[config.mk]
export PLATFORM = sky130hd
export DESIGN_NAME = wdt_keyed
export DESIGN_NICKNAME = d
export VERILOG_FILES = /design/src/rtl/wdt_keyed_pkg.sv /design/src/rtl/wdt_keyed_ctrl.sv /design/src/rtl/wdt_keyed_timer.sv /design/src/rtl/wdt_keyed_fsm.sv /design/src/rtl/wdt_keyed.sv
export SDC_FILE = /design/constraint.sdc
export NUM_CORES = 1
export LEC_CHECK = 0
export ABC_CLOCK_PERIOD_IN_PS = 5640
export BUFFER_PORTS_ARGS = -buffer_cell sky130_fd_sc_hd__buf_2
export CAP_MARGIN = 15
export CORE_UTILIZATION = 45
export DETAILED_ROUTE_END_ITERATION = 8
export PLACE_DENSITY = 0.75
export SLEW_MARGIN = 20
export SYNTH_ARGS = -nofsm -noshare
export SYNTH_HDL_FRONTEND = slang
export SYNTH_SLANG_ARGS = --single-unit
[constraint.sdc]
create_clock -name clk -period 5.64 [get_ports clk]
set_clock_uncertainty 0.2 [all_clocks]
set_input_delay 0.564 -clock clk [delete_from_list [all_inputs] [get_ports clk]]
set_output_delay 0.564 -clock clk [all_outputs]
set_load 0.005 [all_outputs]
[src/rtl/wdt_keyed_pkg.sv]
package wdt_keyed_pkg;

    typedef enum logic [1:0] {
        ST_IDLE,
        ST_ARMED,
        ST_KEYED,
        ST_FIRE
    } wdt_state_e;

    localparam int          RATE_W     = 3;
    localparam int          WIN_BIT    = 7;
    localparam logic [7:0]  KEY_FIRST  = 8'h55;
    localparam logic [7:0]  KEY_SECOND = 8'hAA;
    localparam logic [15:0] VEC_WDT    = 16'hFFFA;
    localparam logic [15:0] VEC_POR    = 16'hFFFE;
    localparam logic        SEL_CTRL   = 1'b0;
    localparam logic        SEL_SVC    = 1'b1;

endpackage

[src/rtl/wdt_keyed_ctrl.sv]
module wdt_keyed_ctrl
    import wdt_keyed_pkg::*;
(
    input  logic              clk,
    input  logic              rst_n,
    input  logic              we,
    input  logic              test_mode,
    input  logic [RATE_W-1:0] rate_in,
    input  logic              win_in,
    input  logic              clr,
    output logic [RATE_W-1:0] rate_q,
    output logic [RATE_W-1:0] rate_d,
    output logic              win_q,
    output logic              locked_q
);

    logic acc;
    logic win_d;
    logic lock_d;

    always_comb begin
        acc    = we && (test_mode || !locked_q);
        rate_d = rate_q;
        win_d  = win_q;
        lock_d = locked_q;
        if (clr) begin
            rate_d = '0;
            win_d  = 1'b0;
            lock_d = 1'b0;
        end else if (acc) begin
            rate_d = rate_in;
            win_d  = win_in;
            lock_d = 1'b1;
        end
    end

    always_ff @(posedge clk or negedge rst_n) begin
        if (!rst_n) begin
            rate_q   <= '0;
            win_q    <= 1'b0;
            locked_q <= 1'b0;
        end else begin
            rate_q   <= rate_d;
            win_q    <= win_d;
            locked_q <= lock_d;
        end
    end

endmodule

[src/rtl/wdt_keyed_timer.sv]
module wdt_keyed_timer
    import wdt_keyed_pkg::*;
#(
    parameter int BASE_EXP = 9
) (
    input  logic              clk,
    input  logic              rst_n,
    input  logic              run,
    input  logic              restart,
    input  logic [RATE_W-1:0] rate,
    output logic              expire,
    output logic              win_open
);

    localparam int MAX_EXP = BASE_EXP + 2 * ((1 << RATE_W) - 1);
    localparam int CW      = MAX_EXP + 1;

    logic [CW-1:0] cnt;
    logic [CW-1:0] lim;
    logic [CW-1:0] win_start;

    always_comb begin
        lim       = CW'(1) << (BASE_EXP + 2 * int'(rate));
        win_start = lim - (lim >> 2);
        expire    = run && (cnt == lim - CW'(1));
        win_open  = (cnt >= win_start);
    end

    always_ff @(posedge clk or negedge rst_n) begin
        if (!rst_n) begin
            cnt <= '0;
        end else if (restart || !run) begin
            cnt <= '0;
        end else begin
            cnt <= cnt + CW'(1);
        end
    end

endmodule

[src/rtl/wdt_keyed_fsm.sv]
module wdt_keyed_fsm
    import wdt_keyed_pkg::*;
#(
    parameter int PULSE_LEN = 64
) (
    input  logic       clk,
    input  logic       rst_n,
    input  logic       ctrl_wr,
    input  logic       svc_wr,
    input  logic [7:0] wdata,
    input  logic       en_d,
    input  logic       win_mode,
    input  logic       win_open,
    input  logic       expire,
    output wdt_state_e st,
    output logic       restart,
    output logic       go_fire,
    output logic       run,
    output logic       sys_rst,
    output logic       wdt_src
);

    localparam int PW = $clog2(PULSE_LEN + 1);

    wdt_state_e    st_d;
    logic [PW-1:0] pcnt;
    logic          early;

    always_ff @(posedge clk or negedge rst_n) begin
        if (!rst_n) begin
            st      <= ST_IDLE;
            pcnt    <= '0;
            wdt_src <= 1'b0;
        end else begin
            st      <= st_d;
            pcnt    <= (st == ST_FIRE) ? pcnt + PW'(1) : '0;
            wdt_src <= wdt_src | go_fire;
        end
    end

    always_comb begin
        st_d    = st;
        restart = 1'b0;
        go_fire = 1'b0;
        early   = win_mode && !win_open;
        unique case (st)
            ST_IDLE: begin
                if (ctrl_wr) begin
                    restart = 1'b1;
                    if (en_d) st_d = ST_ARMED;
                end
            end
            ST_ARMED, ST_KEYED: begin
                if (ctrl_wr) begin
                    restart = 1'b1;
                    st_d    = en_d ? ST_ARMED : ST_IDLE;
                end else if (svc_wr) begin
                    if (early) begin
                        go_fire = 1'b1;
                    end else if (st == ST_ARMED) begin
                        if (wdata != KEY_FIRST || expire) go_fire = 1'b1;
                        else                              st_d    = ST_KEYED;
                    end else if (wdata == KEY_SECOND) begin
                        restart = 1'b1;
                        st_d    = ST_ARMED;
                    end else if (expire) begin
                        go_fire = 1'b1;
                    end else begin
                        st_d = ST_ARMED;
                    end
                end else if (expire) begin
                    go_fire = 1'b1;
                end
            end
            ST_FIRE: begin
                if (pcnt == PW'(PULSE_LEN - 1)) st_d = ST_IDLE;
            end
        endcase
        if (go_fire) st_d = ST_FIRE;
    end

    always_comb begin
        sys_rst = (st == ST_FIRE);
        run     = (st == ST_ARMED) || (st == ST_KEYED);
    end

endmodule

[src/rtl/wdt_keyed.sv]
module wdt_keyed
    import wdt_keyed_pkg::*;
#(
    parameter int BASE_EXP  = 9,
    parameter int PULSE_LEN = 64
) (
    input  logic        clk,
    input  logic        rst_n,
    input  logic        test_mode,
    input  logic        wr_en,
    input  logic        wr_sel,
    input  logic [7:0]  wr_data,
    output logic        sys_rst,
    output logic        wdt_src,
    output logic [15:0] rst_vec
);

    wdt_state_e        st;
    logic              ctrl_we;
    logic              svc_we;
    logic [RATE_W-1:0] rate_q;
    logic [RATE_W-1:0] rate_d;
    logic              win_q;
    logic              locked_q;
    logic              restart;
    logic              go_fire;
    logic              run;
    logic              expire;
    logic              win_open;

    always_comb begin
        ctrl_we = wr_en && (wr_sel == SEL_CTRL) && (st != ST_FIRE);
        svc_we  = wr_en && (wr_sel == SEL_SVC);
        rst_vec = wdt_src ? VEC_WDT : VEC_POR;
    end

    wdt_keyed_ctrl u_ctrl (
        .clk       (clk),
        .rst_n     (rst_n),
        .we        (ctrl_we),
        .test_mode (test_mode),
        .rate_in   (wr_data[RATE_W-1:0]),
        .win_in    (wr_data[WIN_BIT]),
        .clr       (go_fire),
        .rate_q    (rate_q),
        .rate_d    (rate_d),
        .win_q     (win_q),
        .locked_q  (locked_q)
    );

    wdt_keyed_timer #(.BASE_EXP(BASE_EXP)) u_timer (
        .clk      (clk),
        .rst_n    (rst_n),
        .run      (run),
        .restart  (restart),
        .rate     (rate_q),
        .expire   (expire),
        .win_open (win_open)
    );

    wdt_keyed_fsm #(.PULSE_LEN(PULSE_LEN)) u_fsm (
        .clk      (clk),
        .rst_n    (rst_n),
        .ctrl_wr  (ctrl_we),
        .svc_wr   (svc_we),
        .wdata    (wr_data),
        .en_d     (rate_d != '0),
        .win_mode (win_q),
        .win_open (win_open),
        .expire   (expire),
        .st       (st),
        .restart  (restart),
        .go_fire  (go_fire),
        .run      (run),
        .sys_rst  (sys_rst),
        .wdt_src  (wdt_src)
    );

endmodule

=== Yosys cells after proc, flatten, opt, wreduce, memory -nomap -nowiden ===
Cells that the tools add are included.

* Flip-flop bits (word level): 39
* Word-level logic and storage cells: 86
* Input bits: 13
* Output and inout port bits: 18

* Shift-type cells: 1
* Eq/ne operators: 15
* Bitwise operators: 2
* Reduce and logical (&&, ||, !) cells: 18
* $add $sub $neg: 5
* Magnitude comparators: 1
* Mux-type cells: 37

{| class="wikitable"
|+ Operators by type and width
! cell !! number
|-
| $shl 1x32->24 const A || 1
|-
| $add 24x1->24 const B || 1
|-
| $eq 24x24->1 || 1
|-
| $ge 24x24->1 || 1
|-
| $mux 24 || 1
|-
| $sub 24x1->24 const B || 1
|-
| $sub 24x22->24 || 1
|-
| $mux 2 || 11
|-
| $mux 1 || 19
|-
| $mux 3 || 3
|-
| $eq 8x8->1 const B || 1
|-
| $ne 4x3->1 const B || 2
|-
| $ne 8x7->1 const B || 1
|-
| $add 7x1->7 const B || 1
|-
| $eq 7x6->1 const B || 1
|-
| $mux 7 || 1
|-
| $reduce_and 7->1 || 1
|-
| $logic_and 1x1->1 || 6
|-
| $ne 3x1->1 const B || 2
|-
| $ne 6x6->1 const B || 1
|-
| $pmux 2 s3 || 1
|-
| $add 4x4->5 const A || 1
|-
| $ne 5x4->1 const B || 1
|-
| $eq 2x2->1 const B || 2
|-
| 12 further kinds || 17
|}

=== Logic depth before layout (Yosys ltp) ===
* Word-level depth: 18
* Mapped depth: 22
* Depth with buffers taken out: 20

=== Cells and area by module ===
A second synthesis with hierarchy kept.

* Cells, all modules: 372
* Area total of the unflattened synthesis: 3219.3 sq um

{| class="wikitable"
|+ Modules (own cells, without submodules)
! module !! area each (sq um) !! instances !! cells an instance !! sequential area each (sq um)
|-
| wdt_keyed_timer || 2159.6 || 1 || 258 || 600.6
|-
| wdt_keyed_fsm || 666.9 || 1 || 71 || 250.2
|-
| wdt_keyed_ctrl || 245.2 || 1 || 21 || 125.1
|-
| wdt_keyed || 147.6 || 1 || 22 || 0.0
|}

=== Least setup slack after synthesis ===
Ideal clock, no wire load.

* Path type: register to register
* Start point: register u_ctrl.rate_q[2]
* End point: register u_fsm.st[0]
* Setup time: 0.128 ns
* Required time: 5.312 ns
* Stages on the path, launching flop included: 22
* Clock period less this slack: 4.560 ns
* Arrival: 4.233 ns
* Slack: 1.080 ns
* Buffers on the path: 2
* Cell sequence: dfrtp_1 buf_2 or3_1 ha_1 clkbuf_1 nor2_1 o21bai_1 a21oi_1 o21bai_1 a21oi_1 o21bai_1 a21o_1 xnor2_1 ha_1 o21ai_0 o211a_1 a21boi_0 a31oi_1 a21oi_1 o211a_1 a211oi_2 mux2_1

* Cells in the longest elaborated chain, start to end: 18
* Elaborated cells between the ends (all ways): 33
* Classes of those cells: 3 x add/sub; 1 x order compare; 8 x eq/ne; 1 x shift; 14 x mux; 6 x reduce/logical

{| class="wikitable"
|+ Ends and longest elaborated chain
! element !! line !! text
|-
| start: declaration || wdt_keyed_ctrl.sv:11 || <nowiki>output logic [RATE_W-1:0] rate_q,</nowiki>
|-
| start signal: assignment || wdt_keyed_ctrl.sv:43 || <nowiki>rate_q <= rate_d;</nowiki>
|-
| parallel branches: the longest is 18 deep, another holds $sub 24x22->24 || - ||
|-
| end signal: assignment || wdt_keyed_fsm.sv:35 || <nowiki>st <= st_d;</nowiki>
|-
| end: declaration || wdt_keyed_fsm.sv:15 || <nowiki>output wdt_state_e st,</nowiki>
|}

Several ways; the timed one is not identified.
A chain may end at the register's enable or synchronous reset.

=== Worst setup path after layout ===
* Start point: register u_ctrl.rate_q[0]
* End point: register u_fsm.st[0]

Same word-level chain as after synthesis.

==> summary.txt <==
Floorplan
  • Initial Util: 47.32%
  • Core area: 0.007408 mm2
  • Die ar.: 0.008148 mm2
  • Die Wd: 90.27 um
  • Num ports: 31
  • Row cnt: 31
  • Floorplan die height: 90.27 um

STA
  • Hold slack: 0.1996 ns
  • Final setup viols: 0
  • RSZ-0062 raised after global routing: no
  • Worst Max-Slew Pin Slew: 0.8969 ns
  • Max Freq: 194.3 MHz
  • Final min period: 5.147 ns
  • Final Hold Fails: 0
  • Fin crit share: 91.25%
  • Slew Limit Fails: 0
  • Slew margin rel.: 40.21%
  • Setup TNS: 0 ns

Synth
  • Synth top area share: 27.84%
  • Register area share after synthesis: 27.84%
  • Post-synth EDFFs: 0
  • Syn Area/Cell: 8.387 um2
  • Yosys cell types: 57
  • Cell area after synthesis: 0.003506 mm2
  • Top cells by area, synth: dfrtp_1, ha_1, xnor2_1
  • Cells after Synth: 418
  • Seq cells post-synth: 39
  • Ys Warns: 0
  • Top_reg_cell synth: dfrtp_1
  • Post-synth top area cell: dfrtp_1
  • Async SR Flop Fraction: 100.0%

Finish
  • Fin util: 49.59%
  • Area added between synthesis and finish: 4.782%
  • Multi-input logic area: 0.002295 mm2
  • FF+latch area: 975.9 um2
  • Nets: 480
  • Fill cell count: 703
  • Antenna cell count: 0
  • Share of cells above drive strength 1: 8.255%

Place
  • Detailed Place HPWL: 5745 um
  • I/O Buffers: 15
  • Placer congestion estimate: 0.9247

Clocking
  • Clk Latency, worst-skew pair: 0.29 ns
  • Longest Clk Path Bufs: 2
  • H-tree depth: 2
  • CTS sink cnt: 39
  • Clk pin slew, worst setup/hold paths: 0.07 ns
  • Cts bufs inserted: 5
  • CTS tree: yes
  • Root buf cell: clkbuf_8

Power
  • Pleak: 1.785 nW
  • Comb pwr share: 66.4%
  • VDD IR-drop max: 0.2347 mV
  • Switching share of power: 47.39%
  • Tot Pwr: 1.633 mW
  • Psw: 0.7740 mW
  • PD cells: 444.6 mW/mm2
  • Seq pwr share: 22.6%
  • Clock network fraction of design power: 11.0%
  • Cell internal pwr: 0.8591 mW

Global route
  • Largest net degree at the start of global routing: 40
  • GR met2 Demand/Resource: 33.21%
  • Gr ovfl total: 0
  • Vias in the first global route: 2,815
  • GRT busiest layer: met2
  • M1 GR Usage: 26.61%
  • Routing usage on met3: 2.609%
  • Initial antenna violation count: 0
  • First-pass GRT wire length: 13,230 um
  • Global-route usage over all layers: 19.75%

Setup path
  • WP data arrival: 5.12 ns
  • R2R Setup Slk: 0.49 ns
  • Setup Crit Path Kind: flop to flop
  • CP startpoint kind: flop
  • Critical Path Fanout Max: 16
  • R2R depth: 17
  • CP Data Required Time: 5.61 ns
  • Crit end category: flop

Route
  • Initial DRC count: 173
  • Overall via count from detail_route: 2,856
  • Avg Vias per Cell: 5.461
  • DRC Markers: 0
  • Routed WL per cell: 14.38 um
  • Final wirelength: 7522 um
  • DRT antenna net count: 0
  • TritonRoute pass-1 iters: 4

Flow run
  • Max-cap violations: 0

Outcome
  • Status: finished clean

Worst hold path
  • Hold crit path type: input pin to async pin
==> path summary, 6_finish.rpt <==
path	from	end
worst max-delay path	u_ctrl.rate_q[0]$_DFF_PN0_	u_fsm.st[0]$_DFFE_PN0P_
worst min-delay path	rst_n	u_fsm.pcnt[2]$_DFF_PN0_
worst max register to register	u_ctrl.rate_q[0]$_DFF_PN0_	u_fsm.st[0]$_DFFE_PN0P_
worst min register to register	u_fsm.wdt_src$_DFF_PN0_	u_fsm.wdt_src$_DFF_PN0_
max in group asynchronous	rst_n	u_timer.cnt[14]$_DFF_PN0_
min in group clk	u_fsm.wdt_src$_DFF_PN0_	u_fsm.wdt_src$_DFF_PN0_
==> stage by stage <==
| step | instances | setup WS, ns | area [um2] |
|---|---|---|---|
| final | 523 | 0.4933 | 3674 |
| after global routing | 523 | 0.06150 | 3674 |
| after CTS | 523 | 0.3176 | 3669 |
| after detailed placement | 517 | 0.3668 | 3592 |
| after global placement | 517 | 0.5540 | 3592 |
| after floorplan | 432 | 1.080 | 3558 |
==> cell usage in the layout, fill, tap and decap left out, types with 3 or more instances in the layout <==
| cell type | instances |
|---|---|
| nor2b_1 | 3 |
| and2_1 | 5 |
| nor4_1 | 3 |
| o22ai_1 | 3 |
| xor2_1 | 14 |
| conb_1 | 16 |
| nand2_1 | 27 |
| o2111ai_1 | 3 |
| and3_1 | 8 |
| or3_1 | 9 |
| o21ai_0 | 18 |
| a21boi_0 | 4 |
| a21oi_1 | 21 |
| nand3b_1 | 3 |
| dfrtp_1 | 39 |
| clkbuf_8 | 5 |
| ha_1 | 42 |
| inv_1 | 32 |
| nand2b_1 | 7 |
| xnor2_1 | 21 |
| nand4_1 | 7 |
| buf_2 | 15 |
| nand3_1 | 19 |
| nor2_1 | 37 |
| a21o_1 | 4 |
| o21bai_1 | 5 |
| mux2i_1 | 5 |
| nor3_1 | 10 |
==> what timing repair did <==
item / in CTS / in global routing
setup endpoints to repair: 0 / 14
buffers inserted: 0 / 0
hold buffers: 0 / 0
hold endpoints to repair: 0 / 0
resized for setup: 0 / 2
==> critical path: stages, from the launching register on <==
cell	delay (ns)
dfrtp_1	0.54
or3_1	0.47
ha_1	0.31
nor2_1	0.22
o21bai_1	0.12
a21oi_1	0.22
o21bai_1	0.09
a21oi_1	0.28
inv_1	0.09
ha_1	0.32
a21oi_1	0.16
nand2_1	0.06
a2111oi_1	0.59
a31oi_1	0.26
a21oi_1	0.34
o21ai_2	0.13
a211oi_2	0.27
mux2_1	0.35
==> state kept, by name, indices dropped and copies added (netlist names) <==
signal,count
u_ctrl.locked_q,1
u_ctrl.rate_q,3
u_ctrl.win_q,1
u_fsm.pcnt,7
u_fsm.st,2
u_fsm.wdt_src,1
u_timer.cnt,24
==> metal layers <==
metal | vias up | part of all wire, %
met4 | 0 | 1.3
met2 | 59 | 48
met1 | 1362 | 47
li1 | 1423 | -
met3 | 12 | 3.4
met5 | - | 0
==> power by group through the flow <==
stage,logic (mW),registers (mW),clock network [mW]
finish,1.09,0.369,0.179
global route,1.22,0.377,0.197
floorplan,0.870,0.343,0
global placement,1.03,0.369,0
detailed placement,1.06,0.372,0
CTS,1.07,0.367,0.188
==> synthesized netlist by cell type (all sizes together), types with 4 or more instances <==
library cell   n
nor2          37
nand3         19
and2           5
nand2         27
o21ai         22
o21bai         5
buf           19
inv           32
a21oi         21
mux2i          5
and3           8
clkbuf        11
nor3          10
mux2           5
or3            9
nand2b         7
xor2          15
or3b           4
a21o           4
dfrtp         39
a21boi         4
xnor2         21
ha            42
nand4          7
==> layout make-up <==
type | instances | area share [%]
multi-input combinational | 331 | 62.47
sequential | 39 | 26.57
tap | 99 | 3.372
inverter | 32 | 3.270
timing repair buffer | 16 | 2.248
clock buffer | 5 | 1.873
clock inverter | 1 | 0.2044
==> cells by family (layout without fill, tap and decap cells) <==
logic type	after synthesis	in the layout	share of synthesized area, %
fa+ha+maj	42	42	14.99
buf+inv	62	54	8.351
simple gates	149	149	21.88
compound gates	78	78	14.38
mux	10	10	3.140
other cells	2	16	0.2142
xor+xnor	36	36	9.208
flops	39	39	27.84
Power figures use the tool's default switching activity.
